`config.mk`:
```
export PLATFORM = sky130hd
export DESIGN_NAME = owm_engine
export DESIGN_NICKNAME = d
export VERILOG_FILES = /design/src/rtl/owm_pkg.sv /design/src/rtl/owm_tick.sv /design/src/rtl/owm_slot.sv /design/src/rtl/owm_shift.sv /design/src/rtl/owm_stuck.sv /design/src/rtl/owm_engine.sv
export SDC_FILE = /design/constraint.sdc
export NUM_CORES = 1
export LEC_CHECK = 0
export CAP_MARGIN = 0
export CORE_ASPECT_RATIO = 0.8
export CORE_MARGIN = 2
export CORE_UTILIZATION = 24
export CTS_BUF_LIST = sky130_fd_sc_hd__clkbuf_8
export CTS_CLUSTER_DIAMETER = 40
export DETAILED_ROUTE_END_ITERATION = 8
export PLACE_DENSITY = 0.43
export SKIP_LAST_GASP = 1
export SLEW_MARGIN = 0
export SYNTH_ARGS = -nofsm -noshare
export SYNTH_HDL_FRONTEND = slang
export SYNTH_SLANG_ARGS = --single-unit
```
`constraint.sdc`:
```
create_clock -name clk -period 7.25 [get_ports clk]
set_input_delay 1.8125 -clock clk [delete_from_list [all_inputs] [get_ports clk]]
set_output_delay 1.8125 -clock clk [all_outputs]
set_load 0.02 [all_outputs]
```
`src/rtl/owm_pkg.sv`:
```
// Shared types for the one-wire master engine.
// Assumes: operation codes are fixed by the host-side encoding.
package owm_pkg;

    typedef enum logic [1:0] {
        OP_RESET = 2'd0,
        OP_WRITE = 2'd1,
        OP_READ  = 2'd2,
        OP_XFER  = 2'd3
    } owm_op_e;

    typedef enum logic [1:0] {
        ST_IDLE = 2'd0,
        ST_RST  = 2'd1,
        ST_BITS = 2'd2
    } owm_state_e;

endpackage

```
`src/rtl/owm_tick.sv`:
```
// Microsecond tick generator: one-cycle pulse every DIV clocks.
// Assumes: clr realigns the phase so that a slot starting on clr sees
// whole microseconds. With DIV of 1 the tick is permanently high.
module owm_tick #(
    parameter int DIV = 50
) (
    input  logic clk,
    input  logic rst_n,
    input  logic clr,
    output logic tick
);
    generate
        if (DIV > 1) begin : g_div
            localparam int CW = $clog2(DIV);
            logic [CW-1:0] cnt;

            // Count clocks within one microsecond, restart on clr.
            always_ff @(posedge clk) begin
                if (!rst_n || clr) begin
                    cnt <= '0;
                end else if (cnt == CW'(DIV - 1)) begin
                    cnt <= '0;
                end else begin
                    cnt <= cnt + 1'b1;
                end
            end

            assign tick = (cnt == CW'(DIV - 1));
        end else begin : g_nodiv
            assign tick = 1'b1;
        end
    endgenerate
endmodule

```
`src/rtl/owm_slot.sv`:
```
// Bit-slot and reset-slot timer. It counts microsecond ticks from start and
// produces the pull-down window, the sample strobe and the end-of-slot pulse.
// Assumes: is_rst and bit_val are stable for the whole slot, and
// T_W1 < T_RD_SAMP < T_W0 < T_SLOT.
module owm_slot #(
    parameter int T_W1        = 6,
    parameter int T_W0        = 60,
    parameter int T_RD_SAMP   = 15,
    parameter int T_SLOT      = 70,
    parameter int T_RST_LOW   = 480,
    parameter int T_PRES      = 70,
    parameter int T_RST_TOTAL = 960
) (
    input  logic clk,
    input  logic rst_n,
    input  logic tick,
    input  logic start,
    input  logic is_rst,
    input  logic bit_val,
    output logic drive_low,
    output logic sample,
    output logic done
);
    localparam int TW = $clog2(T_RST_TOTAL + 1);

    logic          active;
    logic [TW-1:0] t_us;
    logic [TW-1:0] low_len;
    logic [TW-1:0] samp_pt;
    logic [TW-1:0] end_pt;

    // Pick the window lengths for the kind of slot in progress.
    always_comb begin
        if (is_rst) begin
            low_len = TW'(T_RST_LOW);
            samp_pt = TW'(T_RST_LOW + T_PRES);
            end_pt  = TW'(T_RST_TOTAL - 1);
        end else begin
            low_len = bit_val ? TW'(T_W1) : TW'(T_W0);
            samp_pt = TW'(T_RD_SAMP);
            end_pt  = TW'(T_SLOT - 1);
        end
    end

    // Elapsed-microsecond counter for the current slot.
    always_ff @(posedge clk) begin
        if (!rst_n) begin
            active <= 1'b0;
            t_us   <= '0;
        end else if (start) begin
            active <= 1'b1;
            t_us   <= '0;
        end else if (active && tick) begin
            if (t_us == end_pt) begin
                active <= 1'b0;
            end else begin
                t_us <= t_us + 1'b1;
            end
        end
    end

    assign drive_low = active && (t_us < low_len);
    assign sample    = active && tick && (t_us == samp_pt);
    assign done      = active && tick && (t_us == end_pt);

    // A write-1 or read slot must have let go of the bus before it samples.
    AST_W1_FREE_AT_SAMPLE: assert property (@(posedge clk) disable iff (!rst_n)
        (sample && !is_rst && bit_val) |-> !drive_low);

endmodule

```
`src/rtl/owm_shift.sv`:
```
// Transmit shifter and receive assembler. It latches the data and the length
// at load, presents the current bit, and stores sampled bits at their stream
// index so that a short final byte is right-aligned.
// Assumes: sample and advance arrive only from data slots of this operation.
module owm_shift #(
    parameter int DATA_BYTES = 4,
    parameter int DW         = DATA_BYTES * 8,
    parameter int BW         = 2
) (
    input  logic          clk,
    input  logic          rst_n,
    input  logic          load,
    input  logic          load_rd,
    input  logic          load_cap,
    input  logic [BW-1:0] op_bytes,
    input  logic [2:0]    last_size,
    input  logic [DW-1:0] wdata,
    input  logic          sample,
    input  logic          advance,
    input  logic          line,
    output logic          bit_out,
    output logic          last_bit,
    output logic [DW-1:0] rdata
);
    localparam int IW = $clog2(DW + 1);

    logic [DW-1:0] shreg;
    logic [DW-1:0] rxreg;
    logic [IW-1:0] idx;
    logic [IW-1:0] total;
    logic [IW-1:0] nbits;
    logic [3:0]    last_len;
    logic          rd_mode;
    logic          cap_mode;
    logic          running;

    // Number of bits in the requested transfer.
    always_comb begin
        last_len = (last_size == 3'd0) ? 4'd8 : {1'b0, last_size};
        nbits    = IW'({op_bytes, 3'b000}) + IW'(last_len);
    end

    // Load, shift and count the transmit stream.
    always_ff @(posedge clk) begin
        if (!rst_n) begin
            shreg    <= '0;
            idx      <= '0;
            total    <= '0;
            rd_mode  <= 1'b0;
            cap_mode <= 1'b0;
            running  <= 1'b0;
        end else if (load) begin
            shreg    <= wdata;
            idx      <= '0;
            total    <= nbits;
            rd_mode  <= load_rd;
            cap_mode <= load_cap;
            running  <= 1'b1;
        end else if (advance && running) begin
            shreg <= shreg >> 1;
            idx   <= idx + 1'b1;
            if (last_bit) begin
                running <= 1'b0;
            end
        end
    end

    // Clear receive data at a capturing start, then store each sample.
    always_ff @(posedge clk) begin
        if (!rst_n) begin
            rxreg <= '0;
        end else if (load) begin
            if (load_cap) begin
                rxreg <= '0;
            end
        end else if (sample && running && cap_mode) begin
            for (int i = 0; i < DW; i++) begin
                if (idx == IW'(i)) begin
                    rxreg[i] <= line;
                end
            end
        end
    end

    assign bit_out  = rd_mode ? 1'b1 : shreg[0];
    assign last_bit = (idx == total - 1'b1);
    assign rdata    = rxreg;

    // The slot index never passes the programmed length.
    AST_IDX_IN_RANGE: assert property (@(posedge clk) disable iff (!rst_n)
        running |-> (idx < total));

endmodule

```
`src/rtl/owm_stuck.sv`:
```
// Stuck-line watchdog: counts microseconds of low line while the engine is
// not pulling, and flags when the count passes LIMIT.
// Assumes: line is already synchronized to clk.
module owm_stuck #(
    parameter int LIMIT = 480
) (
    input  logic clk,
    input  logic rst_n,
    input  logic tick,
    input  logic line,
    input  logic driving,
    output logic stuck,
    output logic stuck_evt
);
    localparam int CW = $clog2(LIMIT + 2);

    logic [CW-1:0] low_cnt;
    logic          stuck_d;

    // Measure the current stretch of unexplained low level.
    always_ff @(posedge clk) begin
        if (!rst_n || driving || line) begin
            low_cnt <= '0;
        end else if (tick && (low_cnt <= CW'(LIMIT))) begin
            low_cnt <= low_cnt + 1'b1;
        end
    end

    // Remember the previous flag so the rise can be reported once.
    always_ff @(posedge clk) begin
        if (!rst_n) begin
            stuck_d <= 1'b0;
        end else begin
            stuck_d <= stuck;
        end
    end

    assign stuck     = (low_cnt > CW'(LIMIT));
    assign stuck_evt = stuck && !stuck_d;

    AST_STUCK_ONLY_WHEN_LOW: assert property (@(posedge clk) disable iff (!rst_n)
        stuck |-> $past(!line));
    AST_STUCK_EVT_SINGLE: assert property (@(posedge clk) disable iff (!rst_n)
        stuck_evt |=> !stuck_evt);

endmodule

```
`src/rtl/owm_engine.sv`:
```
// One-wire bus master engine. It sequences reset and data operations over
// the slot timer and shifter, routes the pull-down to the shared line or the
// alternate pin, and watches the line for a stuck-low condition.
// Assumes: two_wire_en and alt_pol are static during an operation, and
// line_in is asynchronous (it is synchronized here).
module owm_engine #(
    parameter int US_DIV      = 50,
    parameter int DATA_BYTES  = 4,
    parameter int T_W1        = 6,
    parameter int T_W0        = 60,
    parameter int T_RD_SAMP   = 15,
    parameter int T_SLOT      = 70,
    parameter int T_RST_LOW   = 480,
    parameter int T_PRES      = 70,
    parameter int T_RST_TOTAL = 960,
    localparam int DW         = DATA_BYTES * 8,
    localparam int BW         = (DATA_BYTES > 1) ? $clog2(DATA_BYTES) : 1
) (
    input  logic          clk,
    input  logic          rst_n,
    input  logic          op_start,
    input  logic [1:0]    op_code,
    input  logic [BW-1:0] op_bytes,
    input  logic [2:0]    last_size,
    input  logic [DW-1:0] wdata,
    input  logic          two_wire_en,
    input  logic          alt_pol,
    input  logic          line_in,
    output logic          line_pull,
    output logic          alt_out,
    output logic          busy,
    output logic          no_presence,
    output logic [DW-1:0] rdata,
    output logic          stuck,
    output logic          stuck_evt
);
    import owm_pkg::*;

    owm_state_e state;
    owm_op_e    op_req;
    logic       line_m;
    logic       line_s;
    logic       tick;
    logic       accept;
    logic       slot_start;
    logic       slot_drive;
    logic       slot_sample;
    logic       slot_done;
    logic       cur_bit;
    logic       last_bit;

    assign op_req     = owm_op_e'(op_code);
    assign accept     = op_start && (state == ST_IDLE);
    assign slot_start = accept || ((state == ST_BITS) && slot_done && !last_bit);
    assign busy       = (state != ST_IDLE);

    // Two-stage synchronizer for the bus level.
    always_ff @(posedge clk) begin
        if (!rst_n) begin
            line_m <= 1'b1;
            line_s <= 1'b1;
        end else begin
            line_m <= line_in;
            line_s <= line_m;
        end
    end

    owm_tick #(.DIV(US_DIV)) u_tick (
        .clk  (clk),
        .rst_n(rst_n),
        .clr  (slot_start),
        .tick (tick)
    );

    owm_slot #(
        .T_W1       (T_W1),
        .T_W0       (T_W0),
        .T_RD_SAMP  (T_RD_SAMP),
        .T_SLOT     (T_SLOT),
        .T_RST_LOW  (T_RST_LOW),
        .T_PRES     (T_PRES),
        .T_RST_TOTAL(T_RST_TOTAL)
    ) u_slot (
        .clk      (clk),
        .rst_n    (rst_n),
        .tick     (tick),
        .start    (slot_start),
        .is_rst   (state == ST_RST),
        .bit_val  (cur_bit),
        .drive_low(slot_drive),
        .sample   (slot_sample),
        .done     (slot_done)
    );

    owm_shift #(
        .DATA_BYTES(DATA_BYTES),
        .DW        (DW),
        .BW        (BW)
    ) u_shift (
        .clk      (clk),
        .rst_n    (rst_n),
        .load     (accept && (op_req != OP_RESET)),
        .load_rd  (op_req == OP_READ),
        .load_cap ((op_req == OP_READ) || (op_req == OP_XFER)),
        .op_bytes (op_bytes),
        .last_size(last_size),
        .wdata    (wdata),
        .sample   (slot_sample && (state == ST_BITS)),
        .advance  (slot_done && (state == ST_BITS)),
        .line     (line_s),
        .bit_out  (cur_bit),
        .last_bit (last_bit),
        .rdata    (rdata)
    );

    owm_stuck #(.LIMIT(T_RST_LOW)) u_stuck (
        .clk      (clk),
        .rst_n    (rst_n),
        .tick     (tick),
        .line     (line_s),
        .driving  (slot_drive),
        .stuck    (stuck),
        .stuck_evt(stuck_evt)
    );

    // Operation sequencer: idle, reset slot, or a run of data slots.
    always_ff @(posedge clk) begin
        if (!rst_n) begin
            state <= ST_IDLE;
        end else begin
            case (state)
                ST_IDLE: if (accept) state <= (op_req == OP_RESET) ? ST_RST : ST_BITS;
                ST_RST:  if (slot_done) state <= ST_IDLE;
                ST_BITS: if (slot_done && last_bit) state <= ST_IDLE;
                default: state <= ST_IDLE;
            endcase
        end
    end

    // Presence result taken at the reset-slot sample point.
    always_ff @(posedge clk) begin
        if (!rst_n) begin
            no_presence <= 1'b0;
        end else if ((state == ST_RST) && slot_sample) begin
            no_presence <= line_s;
        end
    end

    // Registered pin mux: shared open-drain line or alternate pin.
    always_ff @(posedge clk) begin
        if (!rst_n) begin
            line_pull <= 1'b0;
            alt_out   <= 1'b1;
        end else begin
            line_pull <= !two_wire_en && slot_drive;
            alt_out   <= two_wire_en ? (slot_drive ? alt_pol : !alt_pol) : !alt_pol;
        end
    end

    AST_DRIVE_ONLY_BUSY: assert property (@(posedge clk) disable iff (!rst_n)
        slot_drive |-> busy);
    AST_BUSY_IGNORES_START: assert property (@(posedge clk) disable iff (!rst_n)
        (busy && op_start && !slot_done) |=> (busy && (state == $past(state))));
    AST_SHARED_QUIET_TWO_WIRE: assert property (@(posedge clk) disable iff (!rst_n)
        two_wire_en |=> !line_pull);
    AST_ALT_RELEASED_SINGLE: assert property (@(posedge clk) disable iff (!rst_n)
        !two_wire_en |=> (alt_out != $past(alt_pol)));

endmodule

```
==> results.yml, run 1 <==
worst_hold_path:
  hold_class: "register to register"
cts:
  numCtsBuffers: 17
  clkTransAtPathRegs_ns: 0.08
  cts_root_buffer: "clkbuf_8"
  cts_max_path_buffers: 2
  cts_tree: "yes"
  htreeDepth: 4
  post_cts_resized: 0
  clkLatencyLatePin_ns: 0.44
  post_cts_buffers: 0
  hold_buffers: 0
  clock_sinks: 113
cells_and_area:
  num_antenna_cells: 0
  multi_input_area_sq_um: 3070
  final_nets: 761
  regArea_sq_um: 2262
  drive_above_1_share_pct: 7.465
  synthToLayoutAreaGrowth_pct: 25.95
  n_fill_cell: 2431
timing:
  skew_ns: 0.01127
  hold_viol: 0
  clock.fmax_ghz: 0.2237
  setup_violations: 0
  worstMarginPinSlew_ns: 1.257
  slew_headroom_pct: 15.98
  finalMaxSlewViolations: 0
  rsz0062_at_grt: "false"
  whs_ns: 0.4148
  setup-tns-final_ns: 0
  post-route-min-period_ns: 4.470
  fin_crit_sh_pct: 61.65
run_status:
  status: "complete, no violations"
grt:
  grt_remaining_overflow: 0
  grt_pass1_wl_um: 26450
  grt_pass1_vias: 4944
  gr-usage-all-layers_pct: 13.43
  grt_start_max_net_pins: 89
  antenna_found_initial: 0
die:
  rows: 49
  die_area_sq_um: 24510
  dieHeight_um: 140.4
  dieWidth_um: 174.5
  coreArea_sq_um: 22680
  initial_core_util_pct: 24.62
  io_pins: 83
synthesis:
  yosysSeqAreaShare_pct: 40.51
  synth-edff-count: 0
  synth_top_area_cell: "dfxtp_1"
  synth_top_cells_by_area: "dfxtp_1 (41%), a221o_1 (5.6%), nand4_1 (4.6%)"
  post-synth-top-count-cell: "dfxtp_1"
  syn_avg_cell_area_sq_um: 8.753
  postSynthCellCount: 638
  ys_warn_count: 0
  synth_cell_types: 57
  synth_area_sq_um: 5584
  syn_nets: 702
  synth_flop_cell: "dfxtp_1"
  synth_top_cell_area_share_pct: 40.51
  ys_async_sr_fraction_pct: 0
  ys_ff_latch: 113
  ys_top_cells_by_count: "dfxtp_1 (113), a21oi_1 (46), nand2_1 (43), nand4_1 (41), and3_1 (39)"
placement:
  portBuffers: 82
  hpwl_um: 10910
  globalplace.congestion: 0.7666
drt:
  via_count: 5148
  drc: 0
  drt_wl_total_um: 16140
  first_pass_iters: 5
  ant_nets: 0
  drt_iter0_drc: 399
  post_drt_wl_per_cell_um: 15.88
  viasPerCell: 5.067
worst_setup_path:
  cp.required_ns: 7.52
  startpoint_type: "primary input"
  r2r_setup_slack_ns: 4.17
  crit_fanout: 32
  critPathCaptureType: "register"
  critPathArrivalTime_ns: 4.74
  path_class: "primary input to register"
run:
  drv_cap: 0
power_and_ir_drop:
  p_leak_uw: 0.002492
  power_density_nw_per_um2: 200.4
  irDropWorstVdd_uv: 109.6
## power breakdown
part | internal (uW) | switching [uW]
sequential | 640 | 15.4
clock | 316 | 300
combinational | 60.0 | 79.0
## logic make-up after synthesis
group                    synth area share (%)
adder cells (fa/ha/maj)                 4.257
XOR/XNOR                                3.137
AND/OR/NAND/NOR                         25.83
AO/OA/AOI/OAI                           20.61
flip-flops                              40.51
multiplexers                           0.9187
buffers and inverters                   4.728
## cells in the final DEF (no fill, tap or decap), types with 12 or more instances in the layout
cell type	count
a211oi_1	12
a21oi_1	46
a221o_1	31
and3_1	39
clkbuf_8	17
clkdlybuf4s50_1	81
dfxtp_1	113
ha_1	19
inv_1	15
nand2_1	43
nand3_1	38
nand4_1	41
nor2_1	26
nor3_1	19
o211ai_1	32
xnor2_1	15
## through the flow
stage          area [sq um]  total power, uW  cells  setup WS [ns]  utilization, %
2_1_floorplan          5584            753.7    638          3.882               -
3_3_place_gp           6629            804.9    984          2.465           29.22
3_5_place_dp           6629            807.7    984          2.336           29.22
4_1_cts                7033             1432   1016          2.806           31.00
5_1_grt                7033             1480   1016          2.532           31.00
6_report               7033             1410   1016          2.780           31.00
## worst max-delay path, stage by stage
cell	delay (ns)
clkdlybuf4s50_1	0.47
nor3b_1	0.56
o21ai_1	0.40
nand2_1	0.32
or3_1	0.94
o211ai_1	0.22
## path summary, 6_finish.rpt
path | startpoint | cells past startpoint | end
worst max-delay path | op_start | 6 | u_shift.rdata[21]
worst min register to register | line_m | 1 | line_s
worst min-delay path | line_m | 1 | line_s
worst max register to register | state[1] | 5 | u_shift.rdata[21]
## sequential cells by signal, summed over array words and instances, names as in the netlist, 2 cells and up
register          count
state                 2
u_shift.idx           6
u_shift.rdata        32
u_shift.shreg        32
u_shift.total         6
u_slot.t_us          10
u_stuck.low_cnt       9
u_tick.g_div.cnt      6
## routing by layer
layer  track usage (%)  vias up  share of wire [%]
met5                 0        -                  0
met4             4.254        0               0.90
met3             3.067       10                3.7
met2             20.76       98                 45
met1             18.53     2485                 50
li1                  -     2555                  -
## layout make-up
| cell class | instances | area share (%) |
|---|---|---|
| clock buffer | 17 | 3.327 |
| clock inverter | 15 | 2.419 |
| inverter | 16 | 0.8539 |
| multi-input combinational | 462 | 43.66 |
| sequential | 113 | 32.17 |
| tap | 306 | 5.444 |
| timing repair buffer | 87 | 12.13 |
Power figures use the tool's default switching activity.
==> run 2, diff against run 1 <==
==> constraint.sdc (replaced) <==
create_clock -name clk -period 4.2 [get_ports clk]
set_input_delay 1.05 -clock clk [delete_from_list [all_inputs] [get_ports clk]]
set_output_delay 1.05 -clock clk [all_outputs]
set_load 0.02 [all_outputs]
==> results.yml, run 2 (synthesized netlist as in run 1, its figures left out) <==
run_status:
  status: "complete, no violations"
cells_and_area:
  layout.cells.non_filler: 1021
  num_antenna_cells: 0
  synthToLayoutAreaGrowth_pct: 26.89
  post-route-util_pct: 31.24
  final_nets: 766
  layout_commonest_cell: "dfxtp_1"
  n_fill_cell: 2374
  final_cell_mix: "dfxtp_1 (113), clkdlybuf4s50_1 (81), a21oi_1 (46)"
  drive_above_1_share_pct: 7.972
timing:
  fin_crit_sh_pct: 78.29
  clock.fmax_ghz: 0.3041
  skew_ns: 0.01145
  rsz0062_at_grt: "false"
  post-route-min-period_ns: 3.288
  finalMaxSlewViolations: 0
  setup-tns-final_ns: 0
  hold_viol: 0
  whs_ns: 0.4114
  layout_setup_ws_ns: 0.9120
  setup_violations: 0
  worstMarginPinSlew_ns: 0.9793
  slew_headroom_pct: 34.65
drt:
  drt_iter0_drc: 381
  drc: 0
  first_pass_iters: 5
  post_drt_wl_per_cell_um: 15.52
  ant_nets: 0
  drt_wl_total_um: 15850
  viasPerCell: 4.981
  via_count: 5086
cts:
  htreeDepth: 4
  hold_buffers: 0
  post_cts_resized: 0
  cts_max_path_buffers: 2
  post_cts_buffers: 0
  clock_sinks: 113
  cts_tree: "yes"
  clkLatencyLatePin_ns: 0.45
  clkTransAtPathRegs_ns: 0.07
  cts_root_buffer: "clkbuf_8"
  numCtsBuffers: 17
placement:
  hpwl_um: 11020
  portBuffers: 82
  dp.cells: 989
  globalplace.congestion: 0.7527
  place_ws_ns: 0.8562
grt:
  grt_remaining_overflow: 0
  grt_pass1_wl_um: 25340
  antenna_found_initial: 0
  grt_start_max_net_pins: 66
  gr-usage-all-layers_pct: 12.86
  grt_pass1_vias: 4720
die:
  coreArea_sq_um: 22680
  rows: 49
  dieWidth_um: 174.5
  die_area_sq_um: 24510
  io_pins: 83
  dieHeight_um: 140.4
  initial_core_util_pct: 24.62
worst_hold_path:
  hold_depth: 1
  hold_class: "register to register"
power_and_ir_drop:
  power_density_nw_per_um2: 347.3
  irDropWorstVdd_uv: 188.8
  p_leak_uw: 0.002515
run:
  drv_cap: 0
worst_setup_path:
  startpoint_type: "register"
  r2r_cells: 9
  critPathArrivalTime_ns: 2.24
  max_stage_delay_ns: 0.60
  cp.required_ns: 3.15
  critPathCaptureType: "output pin"
  path_cells: "inv_1, ha_1, nor4b_1, or2_2, nor2_1, clkdlybuf4s50_1"
  path_class: "register to output pin"
  crit_fanout: 5
  crit_slowest_cell: "clkdlybuf4s50_1"
==> run 2: cell count changes in the layout (fill, tap and decap cells not counted) <==
| cell | change |
|---|---|
| buf_4 | +5 |
| bufinv_16 | +1 |
| clkinv_2 | -1 |
| clkinv_4 | +3 |
| clkinvlp_4 | +2 |
| inv_1 | +1 |
| inv_6 | -5 |
| inv_8 | -1 |
==> run 2: power breakdown <==
| group | switching [uW] | leakage (uW) | internal (uW) |
|---|---|---|---|
| clock network | 494 | 0.000201 | 592 |
| registers | 26.5 | 0.000917 | 1100 |
| logic | 136 | 0.00140 | 107 |
| total | 657 | 0.00252 | 1800 |
==> run 2: layer usage <==
layer	track usage (%)	wire, um	up-vias
met4	3.509	200	0
met5	0	0	-
met2	19.47	6984	100
met1	18.04	8062	2408
li1	-	-	2563
met3	3.366	597	15
==> run 2: path summary, 6_finish.rpt <==
check	endpoint	start	slack, ns
hold / removal	line_s	line_m	0.41
setup / recovery	stuck_evt	u_stuck.low_cnt[0]	0.91
setup reg to reg	u_shift.shreg[16]	state[0]	1.27
hold reg to reg	line_s	line_m	0.41
==> run 2: cell type report <==
type	instances	area, sq um	area share (%)
Clock buffer	17	234.0	3.302
Clock inverter	15	185.2	2.613
Inverter	16	60.06	0.8476
Tap cell	306	382.9	5.403
Multi-Input combinational cell	462	3070	43.33
Sequential cell	113	2262	31.93
Timing Repair Buffer	92	890.9	12.57
==> run 2: worst max-delay path: cells and delay by family (launching register included) <==
family                   cells  cell delay (ns)
flip-flops                   1             0.36
buffers and inverters        2             0.68
adder cells (fa/ha/maj)      1             0.19
AND/OR/NAND/NOR              3             0.57
==> run 2: metrics by stage <==
stage | power [uW] | instance area (sq um)
global placement | 1396 | 6666
floorplan | 1301 | 5584
CTS | 2498 | 7086
global route | 2582 | 7086
finish | 2461 | 7086
detailed placement | 1400 | 6666
==> run 3, diff against run 2 <==
==> constraint.sdc (replaced) <==
create_clock -name clk -period 3.2 [get_ports clk]
set_input_delay 0.8 -clock clk [delete_from_list [all_inputs] [get_ports clk]]
set_output_delay 0.8 -clock clk [all_outputs]
set_load 0.02 [all_outputs]
==> results.yml, run 3 (synthesized netlist as in run 1, its figures left out) <==
run_status:
  status: "complete, no violations"
grt:
  grt_pass1_vias: 4876
  grt_start_max_net_pins: 66
  grt_remaining_overflow: 0
  grt_pass1_wl_um: 25920
  gr-usage-all-layers_pct: 13.21
  antenna_found_initial: 0
worst_setup_path:
  crit_fanout: 5
  r2r_end: "u_slot.t_us[3]"
  cp.required_ns: 2.40
  r2r_cells: 8
  critPathCaptureType: "output pin"
  startpoint_type: "register"
  r2r_setup_slack_ns: 0.48
  path_class: "register to output pin"
  r2r-start: "state[0]"
  critPathArrivalTime_ns: 2.25
drt:
  ant_nets: 0
  drt_iter0_drc: 413
  m1WireLength_um: 8032
  first_pass_iters: 5
  viasPerCell: 5.077
  via_count: 5209
  drt_wl_total_um: 16160
  highest_layer: "met4"
  dr_wl_met3_um: 608
  post_drt_wl_per_cell_um: 15.75
  drc: 0
  routed-wl-met2_um: 7342
worst_hold_path:
  min_delay_worst_endpoint: "line_s"
  hold_depth: 1
  min_from: "line_m"
  hold_class: "register to register"
cts:
  cts_root_buffer: "clkbuf_8"
  clkTransAtPathRegs_ns: 0.08
  htreeDepth: 4
  numCtsBuffers: 17
  cts_tree: "yes"
  cts_max_path_buffers: 2
  hold_buffers: 0
  post_cts_buffers: 0
  post_cts_resized: 0
  clock_sinks: 113
  clkLatencyLatePin_ns: 0.45
placement:
  portBuffers: 82
  globalplace.congestion: 0.7592
  hpwl_um: 11200
timing:
  setup-tns-final_ns: 0
  hold_viol: 0
  skew_ns: 0.01445
  post-route-min-period_ns: 3.045
  slew_headroom_pct: 54.60
  fin_crit_sh_pct: 95.16
  setup_violations: 0
  worstMarginPinSlew_ns: 0.6810
  rsz0062_at_grt: "false"
  finalMaxSlewViolations: 0
  clock.fmax_ghz: 0.3284
die:
  dieWidth_um: 174.5
  dieHeight_um: 140.4
  rows: 49
  initial_core_util_pct: 24.62
  die_area_sq_um: 24510
  coreArea_sq_um: 22680
  io_pins: 83
power_and_ir_drop:
  total_power_uw: 3111
  power_density_nw_per_um2: 438.9
  irDropWorstVdd_uv: 239.1
  p_leak_uw: 0.002525
cells_and_area:
  num_antenna_cells: 0
  final_cell_mix: "dfxtp_1 (113), clkdlybuf4s50_1 (81), a21oi_1 (46)"
  final_nets: 771
  drive_above_1_share_pct: 8.750
  synthToLayoutAreaGrowth_pct: 26.93
  n_fill_cell: 2410
  layout_commonest_cell: "dfxtp_1"
run:
  drv_cap: 0
[run 3: changes by cell type in the layout (fill, tap and decap cells not counted)]
cell	previous run	this run
clkinvlp_4	4	3
buf_12	0	1
clkinv_4	4	1
bufinv_16	3	0
inv_1	16	15
buf_4	10	14
inv_6	3	7
inv_8	0	4
[run 3: how the worst max path moves through the flow]
| stage | startpoint | end | slack [ns] | cells past startpoint |
|---|---|---|---|---|
| after floorplan | op_start | u_shift.rdata[30] | 0.84 | 7 |
| after global placement | op_start | u_shift.shreg[1] | 0.39 | 7 |
| after detailed placement | op_start | u_shift.shreg[7] | 0.36 | 7 |
| after CTS | u_stuck.low_cnt[0] | stuck_evt | 0.10 | 6 |
| after global routing | u_stuck.low_cnt[1] | stuck_evt | 0.03 | 6 |
| final | u_stuck.low_cnt[0] | stuck_evt | 0.15 | 6 |
[run 3: power by group]
group          total, uW  switching (uW)  internal [uW]
registers           1480            34.0           1450
logic                332             184            148
clock network       1300             724            572
[run 3: final cells by class]
class / instances / area [sq um] / share of cell area, %
clock inverter: 15 / 137.6 / 1.942
timing repair buffer: 97 / 940.9 / 13.27
tap: 306 / 382.9 / 5.402
sequential: 113 / 2262 / 31.92
multi-input combinational: 462 / 3070 / 43.32
inverter: 16 / 60.06 / 0.8473
clock buffer: 17 / 234.0 / 3.301
[run 3: worst max-delay path, stage by stage, from the launching register on]
cell and delay [ns]:
dfxtp_1 0.36, inv_1 0.08, ha_1 0.19, nor4b_1 0.13, or2_2 0.32, nor2_1 0.11
clkdlybuf4s50_1 0.60
[run 3: metal layers]
metal / up-vias / global-route usage, %
met5: - / 0
met4: 0 / 3.640
met3: 11 / 3.176
met2: 106 / 20.82
met1: 2518 / 18.03
li1: 2574 / -
[run 3: stage by stage]
| step | util (%) | setup slack (ns) | cell area [sq um] | std cells | hold WS (ns) |
|---|---|---|---|---|---|
| after floorplan | - | 0.8447 | 5584 | 638 | 0.3863 |
| after global placement | 29.61 | 0.3905 | 6716 | 994 | 0.4075 |
| after detailed placement | 29.61 | 0.3636 | 6716 | 994 | 0.4059 |
| after CTS | 31.25 | 0.1013 | 7088 | 1026 | 0.4494 |
| after global routing | 31.25 | 0.02732 | 7088 | 1026 | 0.4713 |
| final | 31.25 | 0.1547 | 7088 | 1026 | 0.4452 |
